`config.mk`:
```
export PLATFORM = sky130hd
export DESIGN_NAME = pkt_mmu
export DESIGN_NICKNAME = d
export VERILOG_FILES = /design/src/rtl/pkt_mmu_pkg.sv /design/src/rtl/pkt_queue.sv /design/src/rtl/pkt_pool.sv /design/src/rtl/pkt_mmu.sv
export SDC_FILE = /design/constraint.sdc
export NUM_CORES = 1
export LEC_CHECK = 0
export CAP_MARGIN = 20
export CORE_UTILIZATION = 50
export CTS_BUF_LIST = sky130_fd_sc_hd__clkbuf_4 sky130_fd_sc_hd__clkbuf_8
export CTS_CLUSTER_DIAMETER = 100
export DETAILED_ROUTE_END_ITERATION = 7
export GPL_TIMING_DRIVEN = 0
export PLACE_DENSITY = 0.66
export SLEW_MARGIN = 40
export SYNTH_ARGS = -nofsm -noshare
export SYNTH_HDL_FRONTEND = slang
export SYNTH_SLANG_ARGS = --single-unit
```
`constraint.sdc`:
```
create_clock -name clk -period 21.2 [get_ports clk]
set_input_delay 4.24 -clock clk [delete_from_list [all_inputs] [get_ports clk]]
set_output_delay 4.24 -clock clk [all_outputs]
set_load 0.05 [all_outputs]
```
`src/rtl/pkt_mmu_pkg.sv`:
```
package pkt_mmu_pkg;

    localparam int CMD_W        = 8;
    localparam int SIZE_W       = 3;
    localparam int HEAD_FIELD_W = 7;
    localparam logic [7:0] RESULT_FAIL = 8'h80;

    typedef enum logic [2:0] {
        OP_IDLE       = 3'b000,
        OP_ALLOC      = 3'b001,
        OP_RESET      = 3'b010,
        OP_SPARE      = 3'b011,
        OP_RX_RELEASE = 3'b100,
        OP_RX_FREE    = 3'b101,
        OP_TX_ENQ     = 3'b110,
        OP_TX_FLUSH   = 3'b111
    } mmu_op_e;

    typedef struct packed {
        mmu_op_e           op;
        logic [1:0]        spare;
        logic [SIZE_W-1:0] size_m1;
    } mmu_cmd_t;

    function automatic logic [7:0] grant_code(input logic [HEAD_FIELD_W-1:0] num);
        return {1'b0, num};
    endfunction

    function automatic logic [7:0] head_code(input logic empty,
                                             input logic [HEAD_FIELD_W-1:0] num);
        return {empty, empty ? {HEAD_FIELD_W{1'b0}} : num};
    endfunction

endpackage

```
`src/rtl/pkt_queue.sv`:
```
module pkt_queue #(
    parameter int DEPTH = 32,
    parameter int W     = 5
) (
    input  logic         clk,
    input  logic         rst,
    input  logic         clr,
    input  logic         push,
    input  logic [W-1:0] push_data,
    input  logic         pop,
    output logic [W-1:0] head,
    output logic         empty
);
    localparam int AW = $clog2(DEPTH);

    logic [W-1:0]  slots [DEPTH];
    logic [AW-1:0] rd_ptr, wr_ptr;
    logic [AW:0]   count;
    logic          full, do_push, do_pop;

    assign empty   = (count == '0);
    assign full    = (count == (AW+1)'(DEPTH));
    assign do_push = push && !full;
    assign do_pop  = pop && !empty;
    assign head    = slots[rd_ptr];

    always_ff @(posedge clk) begin
        if (do_push) slots[wr_ptr] <= push_data;
    end

    always_ff @(posedge clk) begin
        if (rst || clr) begin
            rd_ptr <= '0;
            wr_ptr <= '0;
            count  <= '0;
        end else begin
            if (do_push) wr_ptr <= wr_ptr + 1'b1;
            if (do_pop)  rd_ptr <= rd_ptr + 1'b1;
            case ({do_push, do_pop})
                2'b10:   count <= count + 1'b1;
                2'b01:   count <= count - 1'b1;
                default: count <= count;
            endcase
        end
    end

    // a push into a full queue leaves the depth unchanged
    assert_no_overflow_R7: assert property (@(posedge clk) disable iff (rst)
        (push && full && !pop && !clr) |=> (count == $past(count)));

    // a pop of an empty queue keeps it empty
    assert_no_underflow_R8: assert property (@(posedge clk) disable iff (rst)
        (pop && empty && !push) |=> empty);

endmodule

```
`src/rtl/pkt_pool.sv`:
```
module pkt_pool #(
    parameter int NUM_PKTS  = 32,
    parameter int NUM_PAGES = 64,
    parameter int NEED_W    = 4
) (
    input  logic                        clk,
    input  logic                        rst,
    input  logic                        clr,
    input  logic [NEED_W-1:0]           need,
    input  logic                        alloc_go,
    output logic                        fit,
    output logic [$clog2(NUM_PKTS)-1:0] grant,
    input  logic                        free_a_en,
    input  logic [$clog2(NUM_PKTS)-1:0] free_a,
    input  logic                        free_b_en,
    input  logic [$clog2(NUM_PKTS)-1:0] free_b
);
    localparam int PNW = $clog2(NUM_PKTS);
    localparam int FPW = $clog2(NUM_PAGES + 1);

    logic [NUM_PKTS-1:0] used;
    logic [NEED_W-1:0]   pages_of [NUM_PKTS];
    logic [FPW-1:0]      free_pages, next_free;
    logic                any_free, a_ok, b_ok, take;

    always_comb begin
        grant    = '0;
        any_free = 1'b0;
        for (int i = NUM_PKTS - 1; i >= 0; i--) begin
            if (!used[i]) begin
                grant    = PNW'(i);
                any_free = 1'b1;
            end
        end
    end

    assign fit  = any_free && (free_pages >= FPW'(need));
    assign take = alloc_go && fit;
    assign a_ok = free_a_en && used[free_a];
    assign b_ok = free_b_en && used[free_b] && !(free_a_en && free_a == free_b);

    always_comb begin
        next_free = free_pages;
        if (a_ok) next_free = next_free + FPW'(pages_of[free_a]);
        if (b_ok) next_free = next_free + FPW'(pages_of[free_b]);
        if (take) next_free = next_free - FPW'(need);
    end

    always_ff @(posedge clk) begin
        if (take) pages_of[grant] <= need;
    end

    always_ff @(posedge clk) begin
        if (rst || clr) begin
            used       <= '0;
            free_pages <= FPW'(NUM_PAGES);
        end else begin
            if (a_ok) used[free_a] <= 1'b0;
            if (b_ok) used[free_b] <= 1'b0;
            if (take) used[grant]  <= 1'b1;
            free_pages <= next_free;
        end
    end

    // a granted number was free in the cycle it is granted
    assert_grant_free_R3: assert property (@(posedge clk) disable iff (rst)
        take |-> !used[grant]);

    // page accounting never exceeds the pool
    assert_page_bound_R4: assert property (@(posedge clk) disable iff (rst)
        free_pages <= FPW'(NUM_PAGES));

endmodule

```
`src/rtl/pkt_mmu.sv`:
```
module pkt_mmu
    import pkt_mmu_pkg::*;
#(
    parameter int NUM_PKTS  = 32,
    parameter int NUM_PAGES = 64,
    parameter int PNW       = $clog2(NUM_PKTS)
) (
    input  logic           clk,
    input  logic           rst,
    input  logic           cmd_we,
    input  logic [7:0]     cmd_wdata,
    input  logic           pkt_sel_we,
    input  logic [PNW-1:0] pkt_sel_wdata,
    input  logic           irq_ack,
    input  logic           rx_push,
    input  logic [PNW-1:0] rx_pkt,
    input  logic           tx_take,
    output logic           busy,
    output logic [7:0]     alloc_result,
    output logic [15:0]    fifo_status,
    output logic           alloc_irq
);
    localparam int NEED_W = SIZE_W + 1;
    localparam int PADW   = HEAD_FIELD_W - PNW;

    mmu_cmd_t          cmd_q;
    logic              exec_q;
    logic [PNW-1:0]    sel_q;
    logic              pend_alloc;
    logic [NEED_W-1:0] pend_need, cmd_need, pool_need;
    logic              do_alloc, do_reset, do_release, do_free, do_enq, do_flush;
    logic              pool_fit, retry, alloc_go;
    logic [PNW-1:0]    grant;
    logic [PNW-1:0]    rx_head, tx_head;
    logic              rx_empty, tx_empty;

    always_ff @(posedge clk) begin
        if (rst) begin
            exec_q <= 1'b0;
            cmd_q  <= '0;
        end else if (exec_q) begin
            exec_q <= 1'b0;
        end else if (cmd_we) begin
            exec_q <= 1'b1;
            cmd_q  <= mmu_cmd_t'(cmd_wdata);
        end
    end

    always_ff @(posedge clk) begin
        if (rst)             sel_q <= '0;
        else if (pkt_sel_we) sel_q <= pkt_sel_wdata;
    end

    assign busy       = exec_q;
    assign do_alloc   = exec_q && cmd_q.op == OP_ALLOC;
    assign do_reset   = exec_q && cmd_q.op == OP_RESET;
    assign do_release = exec_q && cmd_q.op == OP_RX_RELEASE;
    assign do_free    = exec_q && cmd_q.op == OP_RX_FREE;
    assign do_enq     = exec_q && cmd_q.op == OP_TX_ENQ;
    assign do_flush   = exec_q && cmd_q.op == OP_TX_FLUSH;

    assign cmd_need  = NEED_W'(cmd_q.size_m1) + 1'b1;
    assign pool_need = do_alloc ? cmd_need : pend_need;
    assign retry     = pend_alloc && !do_alloc && !do_reset && pool_fit;
    assign alloc_go  = (do_alloc && pool_fit) || retry;

    pkt_pool #(.NUM_PKTS(NUM_PKTS), .NUM_PAGES(NUM_PAGES), .NEED_W(NEED_W)) u_pool (
        .clk       (clk),
        .rst       (rst),
        .clr       (do_reset),
        .need      (pool_need),
        .alloc_go  (alloc_go),
        .fit       (pool_fit),
        .grant     (grant),
        .free_a_en (do_free && !rx_empty),
        .free_a    (rx_head),
        .free_b_en (tx_take && !tx_empty),
        .free_b    (tx_head)
    );

    pkt_queue #(.DEPTH(NUM_PKTS), .W(PNW)) u_rxq (
        .clk       (clk),
        .rst       (rst),
        .clr       (do_reset),
        .push      (rx_push),
        .push_data (rx_pkt),
        .pop       (do_release || do_free),
        .head      (rx_head),
        .empty     (rx_empty)
    );

    pkt_queue #(.DEPTH(NUM_PKTS), .W(PNW)) u_txq (
        .clk       (clk),
        .rst       (rst),
        .clr       (do_reset || do_flush),
        .push      (do_enq),
        .push_data (sel_q),
        .pop       (tx_take),
        .head      (tx_head),
        .empty     (tx_empty)
    );

    always_ff @(posedge clk) begin
        if (rst) begin
            alloc_result <= RESULT_FAIL;
            pend_alloc   <= 1'b0;
            pend_need    <= '0;
            alloc_irq    <= 1'b0;
        end else if (do_reset) begin
            alloc_result <= RESULT_FAIL;
            pend_alloc   <= 1'b0;
            alloc_irq    <= 1'b0;
        end else begin
            if (irq_ack) alloc_irq <= 1'b0;
            if (do_alloc) begin
                if (pool_fit) begin
                    alloc_result <= grant_code({{PADW{1'b0}}, grant});
                    pend_alloc   <= 1'b0;
                end else begin
                    alloc_result <= RESULT_FAIL;
                    pend_alloc   <= 1'b1;
                    pend_need    <= cmd_need;
                end
            end else if (retry) begin
                alloc_result <= grant_code({{PADW{1'b0}}, grant});
                pend_alloc   <= 1'b0;
                alloc_irq    <= 1'b1;
            end
        end
    end

    assign fifo_status = {head_code(rx_empty, {{PADW{1'b0}}, rx_head}),
                          head_code(tx_empty, {{PADW{1'b0}}, tx_head})};

    // execution lasts a single cycle
    assert_busy_one_cycle_R2: assert property (@(posedge clk) disable iff (rst)
        busy |=> !busy);

    // the interrupt only rises out of a pending request
    assert_irq_from_pending_R5: assert property (@(posedge clk) disable iff (rst)
        $rose(alloc_irq) |-> $past(pend_alloc));

    // a reset command leaves empty queues and a failed result
    assert_reset_clears_R10: assert property (@(posedge clk) disable iff (rst)
        do_reset |=> (fifo_status == 16'h8080 && alloc_result == RESULT_FAIL && !alloc_irq));

endmodule

```
==> results of run 1 <==
## area by class of cell
cell class / count / area share
Buffer: 118 / 0.0220
Clock inverter: 36 / 0.00896
Tap cell: 680 / 0.0289
Inverter: 53 / 0.00675
Timing Repair Buffer: 47 / 0.0151
Antenna cell: 1 / 0.0000850
Multi-Input combinational cell: 1394 / 0.333
Sequential cell: 553 / 0.528
Clock buffer: 134 / 0.0565
## per-stage QoR
step / setup slack [ns] / hold WS [ns] / instance area [um^2]
4_1_cts: 11.02 / 0.474 / 29400
6_report: 11.05 / 0.468 / 29500
5_1_grt: 10.89 / 0.483 / 29500
3_3_place_gp: 11.76 / 0.454 / 27400
2_1_floorplan: 13.36 / 0.451 / 26100
3_5_place_dp: 11.77 / 0.463 / 27500
## layer usage
metal  track usage  part of all wire  up-vias
met5             0                 0        -
met3        0.0563             0.088      192
met2         0.465              0.46      964
met1         0.395              0.42     9168
li1              -                 -     8217
met4         0.108             0.031        0
## cell families (layout without fill, tap and decap cells)
kind of cell               count (synthesis)  after routing  synth area share
and+or+nand+nor                          618            618             0.110
xor gates and xnor gates                  40             40            0.0134
buffers and inverters                    171            388            0.0320
muxes                                    304            304             0.132
adders and majority gates                 42             42            0.0216
AOI/OAI and AO/OA                        384            384            0.0954
other                                      1              7          0.000144
DFF                                      553            553             0.595
## tightest hold or removal path, stage by stage (launching register included)
cell,delay (ns)
dfxtp_1,0.31
nand2_1,0.05
a21oi_1,0.06
## cells in the final DEF (no fill, tap or decap), types with 15 or more instances in the layout
master	Yosys	layout
clkdlybuf4s50_1	0	35
clkbuf_1	45	42
clkinv_1	0	16
inv_1	53	50
nor2_1	275	274
a21o_1	19	19
ha_1	37	37
buf_2	25	33
xnor2_1	20	20
nor3_1	26	21
xor2_1	20	20
nor2b_1	23	23
nand3_1	48	48
mux2i_1	204	204
o21a_1	20	20
a21oi_1	150	150
mux2_2	75	75
o22ai_1	32	32
buf_4	17	20
mux4_2	23	23
or3_1	15	15
a22oi_1	27	27
nand2b_1	15	15
dfxtp_1	105	100
nand4_1	20	20
nand2_1	120	120
clkbuf_8	0	105
and2_1	15	15
clkbuf_4	0	29
o21ai_0	31	30
edfxtp_1	448	448
## sequential cells by signal, indices dropped and copies added, names as in the netlist, named ones only
register and flops:
alloc_irq 1, alloc_result 6, busy 1, cmd_q 6
pend_alloc 1, pend_need 4, sel_q 5, u_pool.free_pages 7
u_pool.pages_of 128, u_pool.used 32, u_rxq.count 6, u_rxq.rd_ptr 5
u_rxq.slots 160, u_rxq.wr_ptr 5, u_txq.count 6, u_txq.rd_ptr 5
u_txq.slots 160, u_txq.wr_ptr 5
## final timing paths
check        depth (start not counted)  slack [ns]            start              endpoint
max                                 10       11.05        flip-flop        fifo_status[0]
min reg2reg                          2        0.47  alloc_result[2]       alloc_result[2]
min                                  2        0.47  alloc_result[2]       alloc_result[2]
max reg2reg                         30       11.82        flip-flop  u_pool.free_pages[5]
## where the power goes
part           switching (mW)  total [mW]  leakage (nW)  internal, mW
registers             0.00838        1.18          5.02          1.17
clock network           0.443       0.986          1.03         0.543
logic                  0.0869       0.128          4.04        0.0406
==> results.tsv, run 1 <==
metric	value	unit
outcome	completed	
post-route ant nets	0	
slowest cell on the critical path	clkdlybuf4s50_1	
die span in y	231	um
Least-Margin Pin Slew	0.941	ns
Clock Skew	0.0287	ns
Root Driver	clkbuf_8	
critical path fanouts, max	10	
CTS tree	built	
post_cts resized	0	
DRT Pass-1 Iters	5	
HP Class	reg -> reg	
crit-path cells	buf_1, mux4_2, a32o_1, a211oi_1, buf_4, buf_2, buf_1, buf_1, nor2_1, clkdlybuf4s50_1	
global-route wire length before repair	115000	um
Inst Count DP	2844	
Routed Wire Length	77100	um
Rows	83	
synthesized area	0.0261	mm^2
largest net degree at the start of global routing	34	
Synth top area share	0.515	
Leak	10.1	nW
GR Overflow Total	0	
Via-to-Cell Ratio	6.15	
Buffers on Ports	40	
vias in the first global route	18200	
worst-skew pair later-pin latency	0.69	ns
critical path capture point type	output port	
Reg clk slew, reported paths	0.06	ns
ys async rst share	0	
Die X	231	um
CP max stage delay	0.73	ns
synth warn	0	
final total power	2.30	mW
synthesized area per cell	12.4	um^2
Primary FF master, synth	edfxtp_1	
Final Hold Viols	0	
synth cell count leaders	edfxtp_1 (448), nor2_1 (275), mux2i_1 (204)	
Pins Over Slew Limit	0	
cts bufs inserted	92	
area of the multi-input gates	0.00982	mm^2
CTS Hold Bufs	0	
Tcrit/Tclk final	0.479	
Initial Utilization	0.507	
critical path class	reg -> out	
io pins	51	
initial drt markers	1895	
register area	0.0156	mm^2
core footprint	0.0515	mm^2
MaxCap Viol Count	0	
via count	18500	
Crit path required time	16.96	ns
min cycle time layout	10.15	ns
CP delay by family, top	buffers and inverters	
Post-Layout Cell Count	3016	
fillers	4356	
post-synth top area cell	edfxtp_1	
Final #Nets	2326	
GRT Resource Usage Total	0.291	
top post-synthesis cells by area	edfxtp_1 (51%), dfxtp_1 (8.0%), mux2i_1 (7.8%), nor2_1 (4.0%), mux2_2 (3.2%)	
Buffers & Inverters on Critical Path	6	
placer congestion estimate	0.956	
Post-synth EDFFs	448	
register bit count reported by yosys	553	
DIE AREA	0.0532	mm^2
setup TNS	0	ns
layout cells sized above 1	0.162	
drt wl/cell	25.6	um
most frequent CP cell	buf_1	
Seq/Total Area, Yosys	0.595	
utilization after layout	0.572	
DRC viols	0	
CP Data Arrival Time	5.91	ns
Post-CTS Setup Inserts	0	
DP HPWL	54200	um
count of cell types in the netlist	86	
top-count cell post-synth	edfxtp_1	
f_max	98.5	MHz
RSZ-0062 raised after global routing	false	
# clock sinks	553	
deepest clock path buffer count	3	
relative slew slack	0.367	
H-tree levels	3	
Syn Inst Count	2113	
initial antenna violation count	1	
critical path startpoint category	flip-flop	
P&R area growth vs syn	12.7	%
worst ir drop on vdd	62.2	uV
Final setup violation count	0	
PD cells	78.0	mW/mm^2
Note: power is estimated with default switching activity, not from simulation.
==> run 2, diff against run 1 <==
- clock period: 21.2 -> 9.89 ns (I/O delays scaled with it)
==> results of run 2 <==
Same layout as run 1 (identical final DEF). Status: completed.
Main changes from that run: setup slack after placement 11.77 ns -> 0.573 ns; setup slack after layout 11.05 ns -> 0.506 ns; end point of the critical path fifo_status[0] -> u_pool.free_pages[5]; register-to-register setup slack 11.82 ns -> 0.51 ns; total power 2.30 mW -> 4.92 mW; worst IR drop on VDD 62.2 uV -> 133 uV
==> run 3, diff against run 2 <==
- CORE_ASPECT_RATIO: not set -> 0.6
- CORE_MARGIN: not set -> 5
- SETUP_SLACK_MARGIN: not set -> 0.15
==> results.tsv, run 3 (same netlist as run 1, synthesis figures left out) <==
metric	value	unit
outcome	finished with violations	
violated checks	DRC	
vias in the first global route	18000	
antenna cell count	0	
Root Driver	clkbuf_8	
critical path class	reg -> reg	
H-tree levels	3	
DRT Pass-1 Iters	8	
# clock sinks	553	
Die X	305	um
DIE AREA	0.0571	mm^2
CP delay by family, top	buffers and inverters	
io pins	51	
worst ir drop on vdd	112	uV
Tcrit/Tclk final	0.935	
Finished Cell Area	0.0293	mm^2
worst-skew pair later-pin latency	0.68	ns
RSZ-0062 raised after global routing	false	
initial antenna violation count	2	
MaxCap Viol Count	0	
utilization after layout	0.570	
CP Data Arrival Time	9.85	ns
Buffers on Ports	40	
relative slew slack	0.355	
Cell Area, Placed	0.0275	mm^2
dpl ws	0.615	ns
deepest clock path buffer count	3	
Final setup violation count	0	
Largest regs	u_rxq.slots: 160 flops, u_txq.slots: 160 flops, u_pool.pages_of: 128 flops	
most frequent cells in the layout	edfxtp_1 (448), nor2_1 (273), mux2i_1 (204), a21oi_1 (150), nand2_1 (120)	
min cycle time layout	9.25	ns
global-route wire length before repair	120000	um
drt wl/cell	27.6	um
Via-to-Cell Ratio	6.25	
initial drt markers	2661	
layout cells sized above 1	0.160	
HP Class	reg -> reg	
post-route ant nets	0	
P&R area growth vs syn	12.1	%
Reg clk slew, reported paths	0.07	ns
Pins Over Slew Limit	0	
CTS tree	built	
r2r setup slk	0.64	ns
Buffers & Inverters on Critical Path	8	
Final #Nets	2313	
GRT Resource Usage Total	0.282	
slowest cell on the critical path	nor4_4	
Initial Utilization	0.509	
f_max	108	MHz
DRC viols	8	
CP max stage delay	0.53	ns
critical path startpoint category	flip-flop	
Clock Skew	0.0364	ns
die span in y	187	um
placer congestion estimate	1.03	
Rows	64	
DP HPWL	60700	um
commonest non-fill, non-tap cell in the layout	edfxtp_1	
Least-Margin Pin Slew	0.967	ns
Final Hold Viols	0	
GR Overflow Total	0	
critical path fanouts, max	10	
core footprint	0.0513	mm^2
setup TNS	0	ns
final total power	4.78	mW
PD cells	163	mW/mm^2
Routed Wire Length	82900	um
Final WS setup	0.644	ns
critical path capture point type	flip-flop	
largest net degree at the start of global routing	34	
cts bufs inserted	82	
Leak	9.99	nW
Crit path required time	10.49	ns
via count	18800	
run 3: cell type report:
| type | count | area, um^2 |
|---|---|---|
| Sequential cell | 553 | 15600 |
| Fill cell | 4261 | 22100 |
| Clock buffer | 119 | 1440 |
| Clock inverter | 33 | 278 |
| Inverter | 53 | 199 |
| Timing Repair Buffer | 44 | 408 |
| Buffer | 118 | 649 |
| Tap cell | 693 | 867 |
| Multi-Input combinational cell | 1394 | 9880 |
run 3: worst reg2reg max path, delay by kind of cell, from the launching register on:
| family | cells | cell delay [ns] |
|---|---|---|
| AOI/OAI and AO/OA | 9 | 2.32 |
| adders and majority gates | 4 | 1.45 |
| buffers and inverters | 8 | 2.56 |
| muxes | 5 | 1.14 |
| and+or+nand+nor | 4 | 1.40 |
| DFF | 1 | 0.31 |
run 3: routing by layer:
layer	GRT usage	vias up	wire [um]
li1	-	8189	-
met1	0.450	9289	38500
met2	0.350	1192	30600
met3	0.123	132	12400
met4	0.0564	2	1470
met5	0	-	7
run 3: per-stage QoR:
stage | hold slack [ns] | instances
2_1_floorplan | 0.451 | 2118
3_3_place_gp | 0.463 | 2851
3_5_place_dp | 0.468 | 2855
4_1_cts | 0.480 | 3007
5_1_grt | 0.532 | 3007
6_report | 0.483 | 3007
run 3: power by group:
part	internal, mW	leakage [nW]	switching (mW)
logic	0.0867	4.05	0.200
clock network	1.03	0.920	0.927
registers	2.52	5.02	0.0185
run 3: repair_timing:
| item | in CTS | in global routing |
|---|---|---|
| buffers inserted | 0 | 0 |
| hold buffers | 0 | 0 |
| endpoints found under the setup margin | 0 | 1 |
| gates resized for setup | 0 | 2 |
run 3: path summary, 6_finish.rpt:
path,cells past startpoint,end,from
max reg2reg,30,u_pool.free_pages[5],flip-flop
max,30,u_pool.free_pages[5],flip-flop
min,2,pend_need[3],pend_need[3]
min reg2reg,2,pend_need[3],pend_need[3]
